File: src/rtl/gpio_port_pkg.sv
package gpio_port_pkg;
  localparam int PORT_W = 8;
  localparam int IDX_W  = $clog2(PORT_W);
  localparam int ADDR_W = 6;
  localparam int OFS_W  = 5;

  localparam logic [OFS_W-1:0] OFS_LAT = 5'h1B;
  localparam logic [OFS_W-1:0] OFS_DIR = 5'h1A;
  localparam logic [OFS_W-1:0] OFS_PIN = 5'h19;

  typedef logic [PORT_W-1:0] port_t;

  // Single-bit update: clear beats set.
  function automatic port_t bit_update(port_t cur, logic [IDX_W-1:0] idx,
                                       logic set, logic clr);
    port_t nxt;
    nxt = cur;
    if (clr)      nxt[idx] = 1'b0;
    else if (set) nxt[idx] = 1'b1;
    return nxt;
  endfunction

  function automatic port_t pull_up_calc(port_t dir, port_t lat, logic pud);
    return ~dir & lat & {PORT_W{~pud}};
  endfunction

  function automatic port_t drive_calc(port_t dir, port_t lat);
    return dir & lat;
  endfunction
endpackage

File: src/rtl/gpio_bit_reg.sv
module gpio_bit_reg
  import gpio_port_pkg::*;
(
  input  logic             clk,
  input  logic             rst_n,
  input  logic             wr,
  input  port_t            wdata,
  input  logic             set,
  input  logic             clr,
  input  logic [IDX_W-1:0] idx,
  output port_t            q
);
  always_ff @(posedge clk or negedge rst_n) begin
    if (!rst_n)  q <= '0;
    else if (wr) q <= wdata;
    else         q <= bit_update(q, idx, set, clr);
  end
endmodule

File: src/rtl/gpio_in_sync.sv
module gpio_in_sync
  import gpio_port_pkg::*;
#(
  parameter int STAGES = 2
) (
  input  logic  clk,
  input  logic  rst_n,
  input  logic  pwr_down,
  input  port_t pin_in,
  output port_t pin_view
);
  port_t stg [STAGES];
  port_t gated_in;

  assign gated_in = pin_in & {PORT_W{~pwr_down}};

  for (genvar s = 0; s < STAGES; s++) begin : g_stage
    always_ff @(posedge clk or negedge rst_n) begin
      if (!rst_n)      stg[s] <= '0;
      else if (s == 0) stg[s] <= gated_in;
      else             stg[s] <= stg[(s == 0) ? 0 : s-1];
    end
  end

  assign pin_view = stg[STAGES-1] & {PORT_W{~pwr_down}};
endmodule

File: src/rtl/gpio_pad_drive.sv
module gpio_pad_drive
  import gpio_port_pkg::*;
(
  input  logic  rst_n,
  input  logic  pud,
  input  port_t lat_q,
  input  port_t dir_q,
  output port_t pad_oe,
  output port_t pad_out,
  output port_t pad_pu
);
  port_t pu_raw;
  port_t out_raw;

  assign pu_raw  = pull_up_calc(dir_q, lat_q, pud);
  assign out_raw = drive_calc(dir_q, lat_q);

  for (genvar b = 0; b < PORT_W; b++) begin : g_pin
    assign pad_oe[b]  = dir_q[b]   & rst_n;
    assign pad_out[b] = out_raw[b] & rst_n;
    assign pad_pu[b]  = pu_raw[b]  & rst_n;
  end
endmodule

File: src/rtl/gpio_port_ctrl.sv
module gpio_port_ctrl
  import gpio_port_pkg::*;
(
  input  logic                     clk,
  input  logic                     rst_n,
  input  logic [ADDR_W-1:0]        bus_addr,
  input  logic                     bus_wr,
  input  logic                     bus_rd,
  input  logic [PORT_W-1:0]        bus_wdata,
  input  logic                     bit_set,
  input  logic                     bit_clr,
  input  logic [IDX_W-1:0]         bit_idx,
  output logic [PORT_W-1:0]        bus_rdata,
  input  logic                     pud,
  input  logic                     pwr_down,
  input  logic [PORT_W-1:0]        pin_in,
  output logic [PORT_W-1:0]        pad_oe,
  output logic [PORT_W-1:0]        pad_out,
  output logic [PORT_W-1:0]        pad_pu
);
  logic  hit_lat, hit_dir, hit_pin;
  logic  lat_set_ev, pin_ro_wr;
  port_t lat_q, dir_q, pin_view;

  assign hit_lat = bus_addr[OFS_W-1:0] == OFS_LAT;
  assign hit_dir = bus_addr[OFS_W-1:0] == OFS_DIR;
  assign hit_pin = bus_addr[OFS_W-1:0] == OFS_PIN;

  assign lat_set_ev = hit_lat & bit_set & ~bit_clr & ~bus_wr;
  assign pin_ro_wr  = hit_pin & bus_wr;

  gpio_bit_reg u_lat (
    .clk(clk), .rst_n(rst_n), .wr(bus_wr & hit_lat), .wdata(bus_wdata),
    .set(bit_set & hit_lat), .clr(bit_clr & hit_lat), .idx(bit_idx), .q(lat_q)
  );

  gpio_bit_reg u_dir (
    .clk(clk), .rst_n(rst_n), .wr(bus_wr & hit_dir), .wdata(bus_wdata),
    .set(bit_set & hit_dir), .clr(bit_clr & hit_dir), .idx(bit_idx), .q(dir_q)
  );

  gpio_in_sync #(.STAGES(2)) u_sync (
    .clk(clk), .rst_n(rst_n), .pwr_down(pwr_down),
    .pin_in(pin_in), .pin_view(pin_view)
  );

  gpio_pad_drive u_pad (
    .rst_n(rst_n), .pud(pud), .lat_q(lat_q), .dir_q(dir_q),
    .pad_oe(pad_oe), .pad_out(pad_out), .pad_pu(pad_pu)
  );

  always_comb begin
    bus_rdata = '0;
    if (bus_rd) begin
      if (hit_lat)      bus_rdata = lat_q;
      else if (hit_dir) bus_rdata = dir_q;
      else if (hit_pin) bus_rdata = pin_view;
    end
  end
endmodule

File: config.mk
export PLATFORM = sky130hd
export DESIGN_NAME = gpio_port_ctrl
export DESIGN_NICKNAME = d
export VERILOG_FILES = /design/src/rtl/gpio_port_pkg.sv /design/src/rtl/gpio_bit_reg.sv /design/src/rtl/gpio_in_sync.sv /design/src/rtl/gpio_pad_drive.sv /design/src/rtl/gpio_port_ctrl.sv
export SDC_FILE = /design/constraint.sdc
export NUM_CORES = 1
export LEC_CHECK = 0
export ABC_AREA = 1
export BUFFER_PORTS_ARGS = -buffer_cell sky130_fd_sc_hd__buf_2
export CAP_MARGIN = 10
export CORE_MARGIN = 1.5
export CORE_UTILIZATION = 50
export DETAILED_ROUTE_END_ITERATION = 8
export PLACE_DENSITY = 0.79
export SYNTH_ARGS = -nofsm -noshare
export SYNTH_HDL_FRONTEND = slang
export SYNTH_SLANG_ARGS = --single-unit
File: constraint.sdc
create_clock -name clk -period 1.05 [get_ports clk]
set_input_delay 0.105 -clock clk [delete_from_list [all_inputs] [get_ports clk]]
set_output_delay 0.105 -clock clk [all_outputs]
set_load 0.005 [all_outputs]
# Yosys cells after proc, flatten, opt, wreduce, memory -nomap -nowiden
# Cells that the tools add are included.
dict set report word_totals {
  elab_cells 67
  inputBits 33
  register_bits 32
  out_inout_bits 32
}
dict set report op_classes {
  n_eq_ne 3
  muxes 12
  n_reduce_logical 3
  order_cmp 2
  bitwise_logic 43
}
# cell count
set op_table {}
lappend op_table {{$mux 8} 10}
lappend op_table {{$and 8x8->8} 7}
lappend op_table {{$and 1x1->1} 30}
lappend op_table {{$not 8->8} 2}
lappend op_table {{$or 8x8->8} 2}
lappend op_table {{$eq 5x5->1 const B} 3}
lappend op_table {{$reduce_bool 3->1} 2}
lappend op_table {{$lt 3x4->1 const B} 1}
lappend op_table {{$demux 1 s3} 1}
lappend op_table {{$ge 3x1->1 const B} 1}
lappend op_table {{$not 1->1} 2}
lappend op_table {{$logic_and 1x1->1} 1}
lappend op_table {{$mux 1} 1}

# Logic depth before layout (Yosys ltp)
# Gate-level depths: netlist (run 1).
dict set report logic_depth {
  word_depth 8
  ltp_mapped 9
}

# Cells and area by module
# Synthesis (run 1) repeated with hierarchy kept, for this count alone.
dict set report hier_totals {
  hier_cells 376
  hier_area_um2 2339.7
}
# mod n_inst cells_per_inst area_each_um2 seq_area_each_um2
set modules_own_cells {}
lappend modules_own_cells {{gpio_bit_reg (u_dir)} 1 96 604.3 200.2}
lappend modules_own_cells {{gpio_bit_reg (u_lat)} 1 88 581.8 200.2}
lappend modules_own_cells {gpio_in_sync 1 50 554.3 400.4}
lappend modules_own_cells {gpio_port_ctrl 1 83 362.8 0.0}
lappend modules_own_cells {gpio_pad_drive 1 59 236.5 0.0}

# Worst setup path before layout (run 1)
# No wires, ideal clock.
dict set report synth_timing {
  kind {input to register}
  start {input bus_addr[1]}
  end {register with a tool-made name}
  setup_ps 117
  setup_slack_ps 109
  cell_stages 9
  path_buffers 0
  arrival_time_ps 824
  path_cell_list {nand2_1 -> nor2_2 -> nand2_1 -> inv_2 -> nand2_1 -> nand2_1 -> nand2_1 -> nand2_1 -> nand2_1}
}
# item line_no
set synth_lines {}
lappend synth_lines {{from (decl)} gpio_port_ctrl.sv:6} ;# input logic [ADDR_W-1:0] bus_addr,

# Worst setup path in the final report (run 1)
dict set report layout_timing {
  start {input bus_addr[2]}
  end {output bus_rdata[2]}
}
dict set report layout_via {
  elab_chain_len 5
  word_cells_on_any_way 7
  classes_between {eq/ne (3); mux (4)}
}
# item line_no
set layout_rtl {}
lappend layout_rtl {{$eq 5x5->1} gpio_port_ctrl.sv:27} ;# assign hit_pin = bus_addr[OFS_W-1:0] == OFS_PIN;
lappend layout_rtl {{$mux 8} gpio_port_ctrl.sv:57} ;# else if (hit_pin) bus_rdata = pin_view;
lappend layout_rtl {{$mux 8} gpio_port_ctrl.sv:56} ;# else if (hit_dir) bus_rdata = dir_q;
lappend layout_rtl {{$mux 8 (*)} gpio_port_ctrl.sv:55} ;# if (hit_lat) bus_rdata = lat_q;
lappend layout_rtl {{$mux 8 (*)} gpio_port_ctrl.sv:54} ;# if (bus_rd) begin
lappend layout_rtl {{to (decl)} gpio_port_ctrl.sv:13} ;# output logic [PORT_W-1:0] bus_rdata,
# Mark *: on every way between the ends. The rest lies on a longest branch, timed or not.

==> impl_metrics.toml, run 1 <==
[status]
violations = "setup timing"
status = "finished with violations"

[floorplanning]
io_pins = 65
initial_utilization_pct = 52.86
die_x_um = 65.68
dieArea_sq_um = 4314
coreArea_sq_um = 3716
die_h_um = 65.68
rows = 22

[setup_path]
r2r_slack_ns = 0.21
path_depth = 8
cp.required_ns = 0.94
crit_path_start = "bus_addr[2]"
cp_num_buf_inv = 4
cpMostUsedCell = "buf_2"
crit_path_end = "bus_rdata[2]"
cp_max_fo = 8
crit_arrival_ns = 1.12
path_delay_family = "buffers and inverters"
cp_slowest_stage_delay_ns = 0.19
path_cells = "buf_2, inv_2, nand2_1, nor2_1, buf_4, nand4_1, a21oi_2, buf_2"
worst_r2r_path_depth = 3
critPathSlowestCell = "a21oi_2"
worstSetupPathType = "input port to output pin"
cp-start-kind = "input port"
end_kind = "output pin"

[power_and_ir_drop]
p_total_mw = 3.230
power_frac_seq_pct = 42.9
p_int_mw = 2.392
p_switching_mw = 0.8373
peakVddDrop_mv = 1.573
switching_share_pct = 25.92
leakagePower_nw = 1.742
powerDensity_nw_per_um2 = 1104
power_frac_comb_pct = 17.8
clock_power_share_pct = 39.3

[placed_design]
place.gp.congestion = 0.9104
dp_hpwl_um = 4296
placed_area_sq_um = 2509
io_buffer_count = 63

[final_layout]
drive_gt1_share_pct = 37.96
nets = 443
nFillCells = 266
final_core_util_pct = 78.69
diodes = 0
final_area_sq_um = 2924
area_delta_synth_final_pct = 48.85

[logic_synthesis]
yosys-top-cells-area = "dfrtp_1 (41%), nand2_1 (18%), inv_1 (10%), nor2_1 (6.5%), o21ai_0 (5.6%)"
ys_seq_area_share_pct = 40.76
synth_top_area_share_pct = 40.76
post-synth-top-area-cell = "dfrtp_1"
synth_top_flop_cell = "dfrtp_1"
synth-edff-count = 0
syn-cell-area_sq_um = 1964
avgSynthCellArea_sq_um = 6.462
synth_most_common_cell = "nand2_1"
syn_nets = 337
synth_common_cells = "nand2_1 (95), inv_1 (53), nor2_1 (34)"
syn_inst = 304
ys_seq_elements = 32
synthArstFlopShare_pct = 100.0
yosysWarnings = 0
synth_cell_types = 20

[route]
drc_errors = 0
vias = 2381
avgRoutedWirePerCell_um = 13.59
drtIter0Drc = 154
vias_per_cell = 5.187
wirelength_um = 6239
drt_pass1_iterations = 4
antenna_left = 0

[global_route]
grt_max_degree = 16
gr-usage-all-layers_pct = 28.99
antenna_found_initial = 0
grt_pass1_wl_um = 9425
grt_pass1_vias = 2122
overflow = 0

[clocking]
cts-buffers-inserted = 5
cts.path.max_buffers = 2
clk_transition_reported_paths_ns = 0.06
htreeDepth = 2
clkLatencyLatePin_ns = 0.28
clockRootBuffer = "clkbuf_8"
cts_tree = "done"
cts_sinks = 32

[timing]
hold_viol = 0
maxSlewHeadroom_pct = 73.38
worstMarginPinSlew_ns = 0.3983
period_share_pct = 116.4
setup_viol = 30
tns_ns = -2.454
period_needed_ns = 1.223
fin_ws_ns = -0.1726
fmax_mhz = 817.9
final-max-slew-violation-count = 0
clock-skew-final_ns = 0.001739
rsz0062_at_grt = "yes"

[min_path]
hp-class = "input port to register"
hold_path_startpoint = "pin_in[3]"

[flow_run]
maxCapViolCount = 0
area by class of cell:
type                            instances  area, sq um  area share, %
Inverter                               56        215.2          7.360
Clock buffer                            7        96.34          3.295
Timing Repair Buffer                  103        646.9          22.12
Tap cell                               48        60.06          2.054
Clock inverter                          1        30.03          1.027
Sequential cell                        32        803.3          27.47
Timing Repair inverter                  1        7.507         0.2567
Multi-Input combinational cell        211         1065          36.41
routing by layer:
metal  GRT usage [%]  wire [um]  vias to the layer above
met2           50.25       3154                      111
met3           6.507        471                       19
met4           9.896        131                        0
met1           35.33       2480                     1085
li1                -          -                     1166
met5               0          0                        -
power by group through the flow:
stage / registers [mW] / logic [mW] / clock network (mW)
2_1_floorplan: 1.37 / 0.223 / 0
3_3_place_gp: 1.39 / 0.441 / 0
3_5_place_dp: 1.40 / 0.452 / 0
4_1_cts: 1.38 / 0.521 / 1.27
5_1_grt: 1.39 / 0.637 / 1.32
6_report: 1.39 / 0.574 / 1.27
layout by cell type, fill, tap and decap left out, types with 3 or more instances in the layout:
cell	Yosys	routed
nand2_2	0	3
a21oi_1	17	5
a21oi_2	0	12
nand2_1	95	89
dlygate4sd3_1	0	3
buf_4	1	33
nand3_1	17	15
clkbuf_8	0	7
dfrtp_1	32	30
inv_2	2	11
nor3_1	10	7
nand2_4	0	3
o21ai_1	2	15
o21ai_0	22	7
buf_2	1	63
nor2_1	34	32
nor2_4	1	4
buf_6	1	3
nor3_2	0	3
nand4_1	8	8
inv_1	53	42
timing repair:
action | 4_1_cts | 5_1_grt
setup buffers | 11 | 1
endpoints found under the setup margin | 26 | 48
hold buffers | 3 | 0
hold endpoints to repair | 8 | 0
pin swaps | 25 | 9
gates resized for setup | 29 | 40
gates cloned | 1 | 0
worst reg2reg max path: stages, from the launching register on:
cell	delay, ns
dfrtp_1	0.43
buf_4	0.15
o21ai_1	0.07
nand2_1	0.07
metrics by stage:
| step | hold slack, ns | setup WS, ns | std cells |
|---|---|---|---|
| after floorplan | -0.1906 | 0.1093 | 304 |
| after global placement | -0.04655 | -0.1925 | 435 |
| after detailed placement | -0.05115 | -0.2133 | 435 |
| after CTS | 0.005099 | -0.1515 | 458 |
| after global routing | 0.02721 | -0.2392 | 459 |
| final | 0.02579 | -0.1726 | 459 |
worst min-delay path by stage:
stage | slack (ns) | depth (start not counted) | end
after floorplan | -0.19 | 0 | asynchronous set/reset pin
after global placement | -0.05 | 1 | asynchronous set/reset pin
after detailed placement | -0.05 | 1 | asynchronous set/reset pin
after CTS | 0.005 | 3 | asynchronous set/reset pin
after global routing | 0.03 | 3 | u_sync.stg[11]
final | 0.03 | 3 | u_sync.stg[11]
cells by family after synthesis:
logic type             share of synthesized area [%]
AO/OA/AOI/OAI                                  10.45
AND/OR/NAND/NOR                                36.50
buffers and inverters                          12.29
flip-flops                                     40.76
Power figures use the tool's default switching activity.
==> run 2, diff against run 1 <==
--- a/config.mk
+++ b/config.mk
@@ -8,10 +8,13 @@
 export ABC_AREA = 1
 export BUFFER_PORTS_ARGS = -buffer_cell sky130_fd_sc_hd__buf_2
 export CAP_MARGIN = 10
+export CORE_ASPECT_RATIO = 1.1
 export CORE_MARGIN = 1.5
-export CORE_UTILIZATION = 50
+export CORE_UTILIZATION = 53
+export CTS_CLUSTER_DIAMETER = 100
 export DETAILED_ROUTE_END_ITERATION = 8
-export PLACE_DENSITY = 0.79
+export PLACE_DENSITY = 0.81
 export SYNTH_ARGS = -nofsm -noshare
 export SYNTH_HDL_FRONTEND = slang
+export SYNTH_HIERARCHICAL = 1
 export SYNTH_SLANG_ARGS = --single-unit
==> run 2 against run 1 <==
Compared with the run above:
- the run still ends with setup timing left
- die area increased by 12%
- cell count increased by 15%
- clock power decreased by 28%
- combinational power increased by 68%
- fmax decreased by 7.9%
- largest cell class unchanged
- largest power group unchanged
- highest routed layer unchanged
==> impl_metrics.toml, run 2 <==
[logic_synthesis]
syn_nets = 409
synthArstFlopShare_pct = 100.0
synth_cell_types = 18
syn-cell-area_sq_um = 2340
synth_most_common_cell = "nand2_1"
syn_inst = 376
avgSynthCellArea_sq_um = 6.223
synth_top_area_share_pct = 34.22
synth_top_flop_cell = "dfrtp_1"
yosysWarnings = 6
yosys-top-cells-area = "dfrtp_1 (34%), nand2_1 (16%), inv_1 (16%), nor2_1 (8.5%), nand3_1 (8.3%)"
synth_common_cells = "nand2_1 (102), inv_1 (99), nor2_1 (53)"
synth-edff-count = 0
ys_seq_elements = 32
ys_seq_area_share_pct = 34.22
post-synth-top-area-cell = "dfrtp_1"

[route]
vias = 2813
drtIter0Drc = 243
antenna_left = 0
wirelength_um = 8252
avgRoutedWirePerCell_um = 15.60
drt_pass1_iterations = 5
drc_errors = 0
vias_per_cell = 5.318

[status]
violations = "setup timing"
status = "finished with violations"

[setup_path]
worst_r2r_path_depth = 4
crit_path_start = "u_sync/stg[5]"
r2r_slack_ns = 0
cp.required_ns = 0.94
crit_arrival_ns = 1.22
end_kind = "output pin"
cp-start-kind = "register"
worstSetupPathType = "register to output pin"
cp_max_fo = 1

[power_and_ir_drop]
power_frac_seq_pct = 43.6
p_int_mw = 2.209
peakVddDrop_mv = 0.9470
switching_share_pct = 33.52
powerDensity_nw_per_um2 = 965.8
p_switching_mw = 1.114
clock_power_share_pct = 27.4
leakagePower_nw = 2.087
power_frac_comb_pct = 29.0

[timing]
clock-skew-final_ns = 0.0005617
setup_viol = 44
worstMarginPinSlew_ns = 0.6797
fin_ws_ns = -0.2778
fmax_mhz = 753.1
hold_ws_ns = 0.007746
period_needed_ns = 1.328
tns_ns = -5.449
rsz0062_at_grt = "yes"
hold_viol = 0
final-max-slew-violation-count = 0
maxSlewHeadroom_pct = 54.68
period_share_pct = 126.5

[final_layout]
register_area_sq_um = 800.8
final_area_sq_um = 3441
final_cell_mix = "inv_1 (82), nand2_1 (73), buf_2 (57)"
stdcell_count = 529
layout_commonest_cell = "inv_1"
nets = 508
nFillCells = 280
area_delta_synth_final_pct = 47.06
diodes = 0
multi_input_area_sq_um = 1368
drive_gt1_share_pct = 41.05

[flow_run]
maxCapViolCount = 0

[floorplanning]
io_pins = 65
dieArea_sq_um = 4823
rows = 25
die_h_um = 72.69
die_x_um = 66.35
coreArea_sq_um = 4254
initial_utilization_pct = 55.00

[global_route]
gr-usage-all-layers_pct = 27.99
grt_max_degree = 17
antenna_found_initial = 0
overflow = 0
grt_pass1_vias = 2272
grt_pass1_wl_um = 10160

[min_path]
min_to = "u_sync/stg[9]"
hp-class = "input port to register"
hold_path_startpoint = "pin_in[1]"
hold_depth = 3

[clocking]
cts-buffers-inserted = 5
clkLatencyLatePin_ns = 0.29
htreeDepth = 2
clockRootBuffer = "clkbuf_8"
cts_sinks = 32
cts.path.max_buffers = 2
clk_transition_reported_paths_ns = 0.06
cts_tree = "done"

[placed_design]
placed_area_sq_um = 2845
dp_hpwl_um = 4527
dp_slack_ns = -0.5096
io_buffer_count = 63
dp_cells = 502
place.gp.congestion = 0.9387
==> run 2: cell types whose count changed after synthesis, moves of 7 or more <==
cell,delta
o21ai_0,-14
nor2_1,+19
nor3_1,-10
buf_6,+7
nand3_1,+22
nand2_1,+7
inv_1,+46
nand4_1,-8
==> run 2: power by group through the flow <==
stage                     Sequential [mW]  Combinational, mW  Clock [mW]
after floorplan                      1.42              0.368           0
after detailed placement             1.46              0.641           0
after global routing                 1.46               1.04       0.978
after global placement               1.46              0.626           0
after CTS                            1.44              0.778       0.905
final                                1.45              0.964       0.909
==> run 2: cells by family after synthesis <==
group	Yosys count	share of synthesized area, %
AO/OA/AOI/OAI	26	5.722
AND/OR/NAND/NOR	206	38.82
buffers and inverters	112	21.23
flip-flops	32	34.22
==> run 2: worst max path at each step <==
stage	depth (start not counted)	slack (ns)	end
after global routing	7	-0.34	bus_rdata[5]
final	7	-0.28	bus_rdata[5]
after floorplan	13	-0.16	register
after detailed placement	13	-0.51	register
after global placement	12	-0.46	register
after CTS	7	-0.20	bus_rdata[3]
==> run 2: cell type report <==
class | instances | share of cell area (%)
multi-input combinational | 233 | 39.75
sequential | 32 | 23.27
timing repair buffer | 100 | 20.95
inverter | 103 | 11.82
clock buffer | 6 | 2.109
tap | 54 | 1.964
clock inverter | 1 | 0.1455
==> run 2: through the flow <==
| step | util [%] | power (mW) |
|---|---|---|
| floorplan | - | 1.791 |
| global placement | 66.88 | 2.084 |
| detailed placement | 66.88 | 2.104 |
| CTS | 74.12 | 3.119 |
| global route | 80.88 | 3.472 |
| finish | 80.88 | 3.323 |
==> run 2: metal layers <==
metal  part of all wire [%]  GRT usage, %  vias up
li1                       -             -     1289
met1                     34         32.97     1278
met2                     49         50.00      187
met4                    6.7         11.34        0
met3                    9.7         4.784       59
met5                      0             0        -
==> run 2: critical path: stages (launching register included) <==
cell     delay, ns
dfrtp_1       0.33
inv_1         0.05
nor2_1        0.11
nand3_1       0.10
nand2_1       0.10
inv_1         0.04
nor2_1        0.08
buf_2         0.12
==> run 2: what timing repair did <==
item                                    CTS  global route
buffers inserted                         12             8
endpoints found under the setup margin   43            80
pin swaps                                32            38
hold buffers                              1             0
hold endpoints to repair                 32             0
gates cloned                              1             0
gates resized for setup                  41            73
==> run 3, diff against run 2 <==
--- a/config.mk
+++ b/config.mk
@@ -5,15 +5,14 @@
 export SDC_FILE = /design/constraint.sdc
 export NUM_CORES = 1
 export LEC_CHECK = 0
-export ABC_AREA = 1
 export BUFFER_PORTS_ARGS = -buffer_cell sky130_fd_sc_hd__buf_2
 export CAP_MARGIN = 10
 export CORE_ASPECT_RATIO = 1.1
 export CORE_MARGIN = 1.5
-export CORE_UTILIZATION = 53
+export CORE_UTILIZATION = 51
 export CTS_CLUSTER_DIAMETER = 100
 export DETAILED_ROUTE_END_ITERATION = 8
-export PLACE_DENSITY = 0.81
+export PLACE_DENSITY = 0.8
 export SYNTH_ARGS = -nofsm -noshare
 export SYNTH_HDL_FRONTEND = slang
 export SYNTH_HIERARCHICAL = 1
==> run 3 against run 2 <==
Compared with the run above:
- the run still ends with setup timing left
- register-to-register slack worse by 0.15 ns
- routed wire length up 3.6%
- clock skew up 0.0031 ns
- cell count shrank 32%
- first-iteration DRC count grew 74%
- critical path depth decreased by 2
- sequential power up 14%
- sequential share of layout area grew 2.2 points
- largest cell class unchanged
==> impl_metrics.toml, run 3 <==
[setup_path]
cp.required_ns = 0.94
worstSetupPathType = "register to output pin"
cp-start-kind = "register"
cp_max_fo = 1
crit_arrival_ns = 1.48
end_kind = "output pin"

[timing]
setup_viol = 45
period_share_pct = 150.8
maxSlewHeadroom_pct = 45.47
worstMarginPinSlew_ns = 0.8179
period_needed_ns = 1.584
hold_viol = 0
fin_ws_ns = -0.5336
clock-skew-final_ns = 0.003651
final-max-slew-violation-count = 0
rsz0062_at_grt = "yes"
hold_ws_ns = 0.02991
fmax_mhz = 631.5

[clocking]
clockRootBuffer = "clkbuf_8"
cts-buffers-inserted = 5
cts.path.max_buffers = 2
clkLatencyLatePin_ns = 0.29
cts_tree = "done"
htreeDepth = 2
cts_sinks = 32
clk_transition_reported_paths_ns = 0.08

[final_layout]
area_delta_synth_final_pct = 57.07
diodes = 0
layout_commonest_cell = "buf_2"
multi_input_area_sq_um = 1349
final_cell_mix = "buf_2 (49), buf_4 (29), dfrtp_1 (24)"
final_core_util_pct = 85.71
nFillCells = 157
register_area_sq_um = 810.8
drive_gt1_share_pct = 63.67
nets = 343

[logic_synthesis]
ys_seq_area_share_pct = 39.53
synth_cell_types = 33
synth_top_area_share_pct = 39.53
synth_xor_area_share_pct = 0
synth_top_flop_cell = "dfrtp_1"
synth_common_cells = "dfrtp_1 (32), nand2_1 (20), nor2_1 (20)"
yosys-top-cells-area = "dfrtp_1 (40%), o31ai_1 (5.2%), nor2b_4 (4.8%), nand2_1 (3.7%), nor2_1 (3.7%)"
post-synth-top-area-cell = "dfrtp_1"
avgSynthCellArea_sq_um = 9.786
ys_seq_elements = 32
synthArstFlopShare_pct = 100.0
synthAdderAreaFrac_pct = 0
synth_most_common_cell = "dfrtp_1"
synth-edff-count = 0
synth-compound-area-share_pct = 15.81
synth_simple_gate_area_share_pct = 37.00
muxShareOfSynthArea_pct = 2.224
syn-cell-area_sq_um = 2026
yosysWarnings = 6
syn_nets = 240
synth_top_family_by_area = "simple AND/OR/NAND/NOR gates"
syn_inst = 207

[floorplanning]
coreArea_sq_um = 3712
rows = 23
initial_utilization_pct = 54.57
die_x_um = 63.09
dieArea_sq_um = 4360
io_pins = 65
die_h_um = 69.10

[route]
drt_pass1_iterations = 5
drc_errors = 0
drtIter0Drc = 423
vias = 2410
vias_per_cell = 6.676
antenna_left = 0
wirelength_um = 8546
avgRoutedWirePerCell_um = 23.67

[global_route]
overflow = 0
gr-usage-all-layers_pct = 30.45
grt_pass1_wl_um = 10270
grt_max_degree = 20
antenna_found_initial = 0
grt_pass1_vias = 2124

[placed_design]
dp_hpwl_um = 4270
place.gp.congestion = 0.8999
dp_slack_ns = -0.3278
io_buffer_count = 63

[status]
status = "finished with violations"
violations = "setup timing"

[power_and_ir_drop]
peakVddDrop_mv = 0.8811
p_total_mw = 4.239
leakagePower_nw = 1.523
powerDensity_nw_per_um2 = 1332

[min_path]
hp-class = "input port to register"

[flow_run]
maxCapViolCount = 0
==> run 3: final timing paths <==
path / slack, ns / from / to / cells after the start
max reg2reg: -0.15 / register / register / 2
min in group asynchronous: 0.32 / rst_n / u_sync/stg[7] / 3
min reg2reg: 0.35 / u_sync/stg[11] / u_sync/stg[3] / 0
max in group asynchronous: 0.17 / rst_n / asynchronous set/reset pin / 3
max: -0.53 / u_sync/stg[7] / bus_rdata[7] / 5
min: 0.03 / pin_in[3] / u_sync/stg[11] / 2
==> run 3: kinds of logic (layout without fill, tap and decap cells) <==
kind of cell,after synthesis,in the layout
AO/OA/AOI/OAI,46,46
flip-flops,32,32
AND/OR/NAND/NOR,109,109
multiplexers,4,4
buffers and inverters,16,120
==> run 3: cell type report <==
| cell class | count | area share, % |
|---|---|---|
| multi-input cells | 159 | 42.39 |
| repair buffers | 108 | 26.19 |
| flip-flops and latches | 32 | 25.48 |
| clock buffers | 5 | 2.163 |
| well taps | 50 | 1.966 |
| clock inverters | 3 | 1.337 |
| inverters | 4 | 0.4719 |
==> run 3: metrics by stage <==
stage                     cells  instance area [sq um]  setup TNS (ns)
after floorplan             207                   2068         -0.4893
after global placement      337                   2574          -4.395
after detailed placement    337                   2574          -5.107
after CTS                   357                   2944          -9.007
after global routing        361                   3182          -9.837
final                       361                   3182          -8.477
==> run 3: power breakdown <==
group	internal, mW	switching, mW
Clock	0.702	0.504
Combinational	0.785	0.590
Sequential	1.42	0.244
Total	2.90	1.34
==> run 3: repair_timing <==
item	CTS	global route
resized for setup	37	52
endpoints found under the setup margin	36	62
hold endpoints to repair	32	0
setup buffers	9	6
pin swaps	27	19
hold buffers	3	0
==> run 3: critical path, cell delays in order, from the launching register on <==
cell,delay (ns)
dfrtp_1,0.38
and2b_2,0.19
mux2_4,0.27
a22oi_2,0.13
nor2_1,0.08
buf_2,0.15
==> run 3: metal layers <==
metal,track usage (%),share of wire [%],up-vias
met1,34.99,34,1116
met2,52.01,46,254
met3,6.852,12,92
met5,0,0,-
li1,-,-,948
met4,16.54,8.0,0
